<file path="src/rtl/lcd_tick_pkg.sv">
package lcd_tick_pkg;

  localparam int REG_W     = 8;
  localparam int RATIO_W   = 2;
  localparam int EN_BIT    = 0;
  localparam int SRC_LSB   = 2;
  localparam int RATIO_LSB = 4;

  typedef enum logic [1:0] {
    SRC_FAST = 2'd0,
    SRC_SLOW = 2'd1,
    SRC_RSV2 = 2'd2,
    SRC_RSV3 = 2'd3
  } srcSel_e;

  // Strobes from control to datapath
  typedef struct packed {
    logic               clearCnt;
    logic               step;
    logic               armed;
    logic               slowSrc;
    logic [RATIO_W-1:0] ratio;
  } divCtl_t;

endpackage

</file>
<file path="src/rtl/lcd_tick_ctrl.sv">
module lcd_tick_ctrl
  import lcd_tick_pkg::*;
(
  input  logic             clk,
  input  logic             rstN,
  input  logic             fastStrobe,
  input  logic             slowStrobe,
  input  logic             busEn,
  input  logic             busWr,
  input  logic [REG_W-1:0] busWdata,
  output logic [REG_W-1:0] busRdata,
  output logic             srcValid,
  output divCtl_t          ctl
);

  logic               enableQ;
  srcSel_e            srcQ;
  logic [RATIO_W-1:0] ratioQ;
  logic [REG_W-1:0]   rdataQ;

  logic               wrReq, rdReq;
  logic               newEnable;
  srcSel_e            newSrc;
  logic [RATIO_W-1:0] newRatio;
  logic               cfgChange;
  logic               srcOk;
  logic               selStrobe;
  logic [REG_W-1:0]   regView;
  logic               unusedWrBits;

  assign wrReq     = busEn && busWr;
  assign rdReq     = busEn && !busWr;
  assign newEnable = busWdata[EN_BIT];
  assign newSrc    = srcSel_e'(busWdata[SRC_LSB +: 2]);
  assign newRatio  = busWdata[RATIO_LSB +: RATIO_W];
  assign unusedWrBits = ^{busWdata[REG_W-1:RATIO_LSB+RATIO_W], busWdata[1]};

  assign cfgChange = wrReq && ((newSrc != srcQ) || (newRatio != ratioQ) ||
                               (enableQ && !newEnable));

  assign srcOk = (srcQ == SRC_FAST) || (srcQ == SRC_SLOW);

  always_comb begin
    case (srcQ)
      SRC_FAST: selStrobe = fastStrobe;
      SRC_SLOW: selStrobe = slowStrobe;
      default:  selStrobe = 1'b0;
    endcase
  end

  always_comb begin
    regView = '0;
    regView[EN_BIT]                = enableQ;
    regView[SRC_LSB +: 2]          = srcQ;
    regView[RATIO_LSB +: RATIO_W]  = ratioQ;
  end

  always_ff @(posedge clk) begin
    if (!rstN) begin
      enableQ <= 1'b0;
      srcQ    <= SRC_FAST;
      ratioQ  <= '0;
    end else if (wrReq) begin
      enableQ <= newEnable;
      srcQ    <= newSrc;
      ratioQ  <= newRatio;
    end
  end

  always_ff @(posedge clk) begin
    if (!rstN)      rdataQ <= '0;
    else if (rdReq) rdataQ <= regView;
  end

  assign busRdata = rdataQ;
  assign srcValid = srcOk;

  assign ctl.armed    = enableQ && srcOk;
  assign ctl.clearCnt = cfgChange || !enableQ;
  assign ctl.step     = enableQ && srcOk && selStrobe && !cfgChange;
  assign ctl.slowSrc  = (srcQ == SRC_SLOW);
  assign ctl.ratio    = ratioQ;


  read_quiet_chk: assert property (@(posedge clk) disable iff (!rstN)
    (rdReq |=> $stable(regView)));

endmodule

</file>
<file path="src/rtl/lcd_tick_div.sv">
module lcd_tick_div
  import lcd_tick_pkg::*;
#(
  parameter int FAST_LOG2 = 10,
  parameter int SLOW_LOG2 = 6
) (
  input  logic    clk,
  input  logic    rstN,
  input  divCtl_t ctl,
  output logic    tickOut
);

  localparam int NUM_RATIOS = 1 << RATIO_W;
  localparam int CNT_W      = FAST_LOG2 + NUM_RATIOS - 1;
  localparam int LIM_W      = CNT_W + 1;

  logic [LIM_W-1:0] fastLimit [NUM_RATIOS];
  logic [LIM_W-1:0] slowLimit;
  logic [LIM_W-1:0] curLimit;
  logic [CNT_W-1:0] cnt;
  logic             tickQ;
  logic             advance;
  logic             lastCount;

  for (genvar g = 0; g < NUM_RATIOS; g++) begin : gRatio
    assign fastLimit[g] = LIM_W'(1) << (FAST_LOG2 + g);
  end

  assign slowLimit = LIM_W'(1) << SLOW_LOG2;
  assign curLimit  = ctl.slowSrc ? slowLimit : fastLimit[ctl.ratio];
  assign advance   = ctl.step && ctl.armed;
  assign lastCount = ({1'b0, cnt} == (curLimit - LIM_W'(1)));

  always_ff @(posedge clk) begin
    if (!rstN) begin
      cnt   <= '0;
      tickQ <= 1'b0;
    end else begin
      tickQ <= 1'b0;
      if (ctl.clearCnt) begin
        cnt <= '0;
      end else if (advance) begin
        if (lastCount) begin
          cnt   <= '0;
          tickQ <= 1'b1;
        end else begin
          cnt <= cnt + CNT_W'(1);
        end
      end
    end
  end

  assign tickOut = tickQ;


  cnt_bound_chk: assert property (@(posedge clk) disable iff (!rstN)
    ({1'b0, cnt} < curLimit));


  tick_single_chk: assert property (@(posedge clk) disable iff (!rstN)
    (tickOut |=> !tickOut));


  tick_armed_chk: assert property (@(posedge clk) disable iff (!rstN)
    (!ctl.armed |=> !tickOut));


  clear_zero_chk: assert property (@(posedge clk) disable iff (!rstN)
    (ctl.clearCnt |=> (cnt == '0)));

endmodule

</file>
<file path="src/rtl/lcd_tick_gen.sv">
module lcd_tick_gen
  import lcd_tick_pkg::*;
#(
  parameter int FAST_LOG2 = 10,
  parameter int SLOW_LOG2 = 6
) (
  input  logic       clk,
  input  logic       rstN,
  input  logic       fastStrobe,
  input  logic       slowStrobe,
  input  logic       busEn,
  input  logic       busWr,
  input  logic [7:0] busWdata,
  output logic [7:0] busRdata,
  output logic       tickOut,
  output logic       srcValid
);

  divCtl_t divCtl;

  lcd_tick_ctrl uCtrl (
    .clk        (clk),
    .rstN       (rstN),
    .fastStrobe (fastStrobe),
    .slowStrobe (slowStrobe),
    .busEn      (busEn),
    .busWr      (busWr),
    .busWdata   (busWdata),
    .busRdata   (busRdata),
    .srcValid   (srcValid),
    .ctl        (divCtl)
  );

  lcd_tick_div #(
    .FAST_LOG2 (FAST_LOG2),
    .SLOW_LOG2 (SLOW_LOG2)
  ) uDiv (
    .clk     (clk),
    .rstN    (rstN),
    .ctl     (divCtl),
    .tickOut (tickOut)
  );


  rsv_src_quiet_chk: assert property (@(posedge clk) disable iff (!rstN)
    (!srcValid |=> !tickOut));

endmodule

</file>
<file path="config.mk">
export PLATFORM = sky130hd
export DESIGN_NAME = lcd_tick_gen
export DESIGN_NICKNAME = d
export VERILOG_FILES = /design/src/rtl/lcd_tick_pkg.sv /design/src/rtl/lcd_tick_ctrl.sv /design/src/rtl/lcd_tick_div.sv /design/src/rtl/lcd_tick_gen.sv
export SDC_FILE = /design/constraint.sdc
export NUM_CORES = 1
export LEC_CHECK = 0
export CELL_PAD_IN_SITES_DETAIL_PLACEMENT = 1
export CELL_PAD_IN_SITES_GLOBAL_PLACEMENT = 1
export CORE_ASPECT_RATIO = 1.75
export CORE_UTILIZATION = 25
export CTS_CLUSTER_DIAMETER = 60
export DETAILED_ROUTE_END_ITERATION = 12
export DONT_BUFFER_PORTS = 1
export HOLD_SLACK_MARGIN = 0.1
export MAX_ROUTING_LAYER = met4
export PLACE_DENSITY_LB_ADDON = 0.1
export SLEW_MARGIN = 20
export SYNTH_ARGS = -nofsm -noshare
export SYNTH_HDL_FRONTEND = slang
export SYNTH_SLANG_ARGS = --single-unit
</file>
<file path="constraint.sdc">
create_clock -name clk -period 1.9 [get_ports clk]
set_input_delay 0.095 -clock clk [delete_from_list [all_inputs] [get_ports clk]]
set_output_delay 0.095 -clock clk [all_outputs]
set_load 0.05 [all_outputs]
</file>
==> results of run 1 <==
-- critical path: cells and delay by family, from the launching register on --
family / cells / cell delay [ns]
XOR/XNOR: 1 / 0.14
flip-flops: 1 / 0.37
AO/OA/AOI/OAI: 2 / 0.46
AND/OR/NAND/NOR: 2 / 0.77
-- worst paths after layout --
path	cells after the start	slack (ns)	end
max	5	0.07	uDiv.cnt[2]
min	3	0.12	uCtrl.srcQ[1]
max reg2reg	5	0.07	uDiv.cnt[2]
min reg2reg	1	0.48	uDiv.cnt[0]
-- cell families (layout without fill, tap and decap cells) --
family	count (synthesis)	in the layout	share of synthesized area
other	1	3	0.00306
AO/OA/AOI/OAI	28	29	0.152
flip-flops	24	24	0.391
XOR/XNOR	10	10	0.0714
AND/OR/NAND/NOR	66	66	0.282
adder cells (fa/ha/maj)	1	1	0.0102
multiplexers	5	5	0.0408
buffers and inverters	11	44	0.0489
-- routing by layer --
metal | track usage | part of all wire | up-vias
met5 | - | 0 | -
met4 | 0.0563 | 0.014 | 0
met3 | 0.0209 | 0.021 | 4
met2 | 0.313 | 0.61 | 16
met1 | 0.147 | 0.36 | 570
li1 | - | - | 584
-- power groups by stage --
| stage | clock (mW) | combinational, mW | sequential [mW] |
|---|---|---|---|
| 2_1_floorplan | 0 | 0.0677 | 0.534 |
| 3_3_place_gp | 0 | 0.0982 | 0.533 |
| 3_5_place_dp | 0 | 0.0998 | 0.533 |
| 4_1_cts | 0.473 | 0.116 | 0.522 |
| 5_1_grt | 0.495 | 0.136 | 0.522 |
| 6_report | 0.458 | 0.127 | 0.521 |
-- layout make-up --
type	instances	area, µm²
clock buffer	3	41.3
clock inverter	1	30.0
fill	585	2980
inverter	5	18.8
multi-input combinational	114	781
sequential	24	492
tap	52	65.1
timing repair buffer	35	295
-- cell usage after synthesis (all sizes together) (3+ instances only) --
master,count
dfxtp,24
inv,5
a21oi,8
nand2,13
nor3,5
nand2b,3
nand3,13
xnor2,9
buf,4
o21ai,6
mux2i,5
or2,4
nor2,18
-- cells in the final DEF (no fill, tap or decap), types with 2 or more instances in the layout --
| master | instances |
|---|---|
| buf_4 | 23 |
| dfxtp_1 | 19 |
| nor2_1 | 15 |
| nand3_1 | 13 |
| nand2_1 | 13 |
| dlygate4sd3_1 | 10 |
| xnor2_1 | 9 |
| a21oi_1 | 7 |
| inv_1 | 5 |
| mux2i_1 | 5 |
| o21ai_0 | 4 |
| nand2b_1 | 3 |
| nor3_1 | 3 |
| nor2_2 | 3 |
| conb_1 | 3 |
| clkbuf_8 | 3 |
| dfxtp_2 | 3 |
| or2_4 | 2 |
| nor2b_1 | 2 |
| o22a_4 | 2 |
| o211ai_1 | 2 |
| o21ai_1 | 2 |
| and3_1 | 2 |
| a22o_1 | 2 |
| buf_6 | 2 |
| dfxtp_4 | 2 |
-- registers in the layout (all words and copies together), names as in the netlist --
signal,cells
uCtrl.enableQ,1
uCtrl.busRdata,5
uDiv.tickOut,1
uCtrl.ratioQ,2
uDiv.cnt,13
uCtrl.srcQ,2
-- what timing repair did --
action | CTS | global route
hold endpoints to repair | 5 | 0
hold buffers | 10 | 0
gates cloned | 0 | 1
buffers inserted | 0 | 1
gates resized for setup | 6 | 19
pin swaps | 2 | 13
endpoints found under the setup margin | 11 | 12
==> reports/qor.yml, run 1 <==
status: "finished, final reports clean"
grt_overflow: 0
clkSinkCount: 24
antenna_cells: 0
grt_pass1_vias: 1271
min_period_ns: 1.83
dp_hpwl_um: 2720
detail-route-antenna-nets: 0
cts_inserted_buffers: 3
core_area_mm2: 0.00471
cts_tree: "yes"
track_usage: 0.161
drv_cap: 0
skew_ns: 0.0120
tns_ns: 0
clock_latency_ns: 0.28
post-place-ws_ns: -0.0396
yosys_warnings: 0
startpoint: "uCtrl.ratioQ[1]"
cts-root-buf: "clkbuf_8"
syn_avg_cell_area_um2: 8.41
async_flop_share: 0
stdcell_count: 234
hp-start: "busWr"
tightest_slew_ns: 0.515
p_sw_mw: 0.257
power.total_mw: 1.11
fin_util: 0.366
synth_top_area_share: 0.391
h-tree-depth: 1
synth_top_area_cell: "dfxtp_1"
placed_cells: 218
wl_per_cell_um: 15.4
seq_power_share: 0.471
arrival_ns: 2.02
p_clk_frac: 0.414
required_ns: 2.09
worstPathCellList: "xor2_2 -> or4_4 -> o22a_4 -> or2_4 -> o31ai_2"
dr_total_vias: 1174
critPathMaxFanout: 6
fmax_ghz: 0.547
drc_errors: 0
irDropWorstVdd_mv: 0.348
synth_cell_types: 40
worstReg2RegStart: "uCtrl.ratioQ[1]"
vias_per_cell: 5.02
num_io_pins: 24
worstSetupEndpointType: "register"
relSlewSlack: 0.656
drt-pass1-iter-count: 4
antenna_found_initial: 0
die_area_mm2: 0.00520
start_util: 0.261
pwr-share-comb: 0.114
criticalPathCategory: "reg -> reg"
drive_gt1_frac: 0.291
path_clk_slew_ns: 0.10
numPortBuffers: 0
drt-initial-drc-count: 5
slew_viol_final: 0
finalHoldViolCount: 0
grt_max_degree: 15
ys_seq_area_frac: 0.391
wl_um: 3600
placementRows: 33
intPower_mw: 0.849
power.density_mw_per_mm2: 642
die_w_um: 55.0
critPathMaxStageDelay_ns: 0.50
netlist_top_cells_area: "dfxtp_1, xnor2_1, nand3_1"
hold_path.class: "in -> reg"
synth_edf_count: 0
crit_slowest_cell: "or4_4"
die_h_um: 94.7
cp-start-kind: "register"
yosys_most_used_dff: "dfxtp_1"
finalHoldWorstSlack_ns: 0.120
p_sw_frac: 0.232
syn_area_mm2: 0.00123
fin_crit_sh: 0.962
synth-seq-cells: 24
nets: 198
leakagePower_nw: 0.626
netlist_instances: 146
setup_viol_count_final: 0
cts_buffer_depth: 2
fin_area_mm2: 0.00172
area_growth_syn_to_layout_pct: 40.4
place_congestion: 0.756
grt_pass1_wl_um: 5840
rsz0062_at_grt: "true"
layout_setup_ws_ns: 0.0726
dpl-instance-area_mm2: 0.00144
(Power assumes the default switching activity.)
==> run 2, diff against run 1 <==
- PLACE_DENSITY: default -> 0.46
- PLACE_DENSITY_LB_ADDON: 0.1 -> default
==> run 2 against run 1 <==
Effect of this change: the run now ends with negative setup slack left; via count shrank 1.8%; maximum frequency shrank 4.4%; combinational power decreased by 7%; core utilization down 0.080 points; clock skew decreased by 0.0014 ns; global-route usage fell by 0.87 points; power is 0.39% lower; worst setup slack worse by 0.084 ns; critical path depth up 3; non-clock buffer count down 2; highest routed layer unchanged.
==> reports/qor.yml, run 2 (synthesis results as in run 1) <==
numPortBuffers: 0
dr_total_vias: 1153
track_usage: 0.152
critPathMaxFanout: 5
multi_input_area_um2: 766
most-common-layout-cells: "dfxtp_1, buf_4, nor2_1"
worstSetupEndpointType: "register"
die_h_um: 94.7
register_area_um2: 490
min_period_ns: 1.91
detail-route-antenna-nets: 0
fmax_ghz: 0.523
cts-root-buf: "clkbuf_8"
drt-pass1-iter-count: 2
layout_setup_ws_ns: -0.0118
hold_path.class: "in -> reg"
setup_viol_count_final: 2
grt_pass1_wl_um: 5550
crit_slowest_cell: "or4_4"
wl_per_cell_um: 15.4
fin_crit_sh: 1.01
finalHoldViolCount: 0
grt_pass1_vias: 1247
antenna_found_initial: 0
grt_overflow: 0
path_buf_inv: 2
cp-start-kind: "register"
die_w_um: 55.0
clkSinkCount: 24
arrival_ns: 2.09
criticalPathCategory: "reg -> reg"
nets: 195
antenna_cells: 0
drive_gt1_frac: 0.268
power.density_mw_per_mm2: 641
area_growth_syn_to_layout_pct: 40.1
relSlewSlack: 0.649
worstPathCellList: "xor2_2 -> or4_4 -> o22a_4 -> buf_12 -> buf_6 -> nor3_4 -> xnor2_1 -> nor2_1"
nFillCells: 582
placed_cells: 214
layout_commonest_cell: "dfxtp_1"
core_area_mm2: 0.00471
tns_ns: -0.0208
leakagePower_nw: 0.637
wl_um: 3550
cts_inserted_buffers: 3
start_util: 0.261
die_area_mm2: 0.00520
largest_register: "uDiv.cnt"
clock_latency_ns: 0.27
largest_reg_flops: 13
status: "finished with violations"
finalHoldWorstSlack_ns: 0.124
vias_per_cell: 4.99
drv_cap: 0
tightest_slew_ns: 0.526
h-tree-depth: 1
cts_buffer_depth: 2
rsz0062_at_grt: "true"
violations: "negative setup slack"
irDropWorstVdd_mv: 0.394
path_clk_slew_ns: 0.10
drc_errors: 0
grt_max_degree: 15
critPathMaxStageDelay_ns: 0.48
slew_viol_final: 0
path_delay_family: "simple AND/OR/NAND/NOR gates"
required_ns: 2.08
dp_hpwl_um: 2670
skew_ns: 0.0106
stdcell_count: 231
cts_tree: "yes"
num_io_pins: 24
drt-initial-drc-count: 7
post-place-ws_ns: -0.0669
place_congestion: 0.765
placementRows: 33
[run 2: final timing paths]
kind	endpoint	cells past startpoint	from	slack (ns)
max	uDiv.cnt[8]	8	uCtrl.ratioQ[1]	-0.01
max reg2reg	uDiv.cnt[8]	8	uCtrl.ratioQ[1]	-0.01
min	uCtrl.ratioQ[1]	3	busWr	0.12
min reg2reg	uDiv.cnt[0]	1	uDiv.cnt[0]	0.50
[run 2: metal layers]
layer / routed length, µm / vias to the layer above / GRT usage
met5: 0 / - / -
met4: 29 / 0 / 0.0500
met3: 77 / 2 / 0.0209
met2: 2200 / 14 / 0.302
met1: 1240 / 561 / 0.134
li1: - / 576 / -
[run 2: through the flow]
stage          instance area, µm²  power [mW]   util
3_5_place_dp                 1410       0.628  0.299
4_1_cts                      1600        1.11  0.339
6_report                     1720        1.10  0.365
5_1_grt                      1720        1.14  0.365
2_1_floorplan                1230       0.602      -
3_3_place_gp                 1410       0.627  0.299
[run 2: cell type report]
cell class                      count  share of cell area
Clock inverter                      1              0.0175
Clock buffer                        3              0.0240
Inverter                            5              0.0109
Multi-Input combinational cell    113               0.445
Sequential cell                    24               0.285
Timing Repair Buffer               33               0.179
Tap cell                           52              0.0378
[run 2: tightest hold or removal path: stages]
cell and delay (ns):
nand2_1 0.12, nand2_1 0.10, a21oi_1 0.05
[run 2: where the power goes]
part / switching [mW] / total, mW / internal (mW) / leakage [nW]
clock: 0.178 / 0.460 / 0.282 / 0.0357
combinational: 0.0623 / 0.118 / 0.0561 / 0.404
sequential: 0.0138 / 0.523 / 0.509 / 0.197
[run 2: repair_timing]
item / in CTS / in global routing
setup endpoints to repair: 11 / 10
endpoints found under the hold margin: 5 / 0
setup buffers: 0 / 3
pin swaps: 2 / 15
gates resized for setup: 6 / 22
hold buffers: 10 / 0
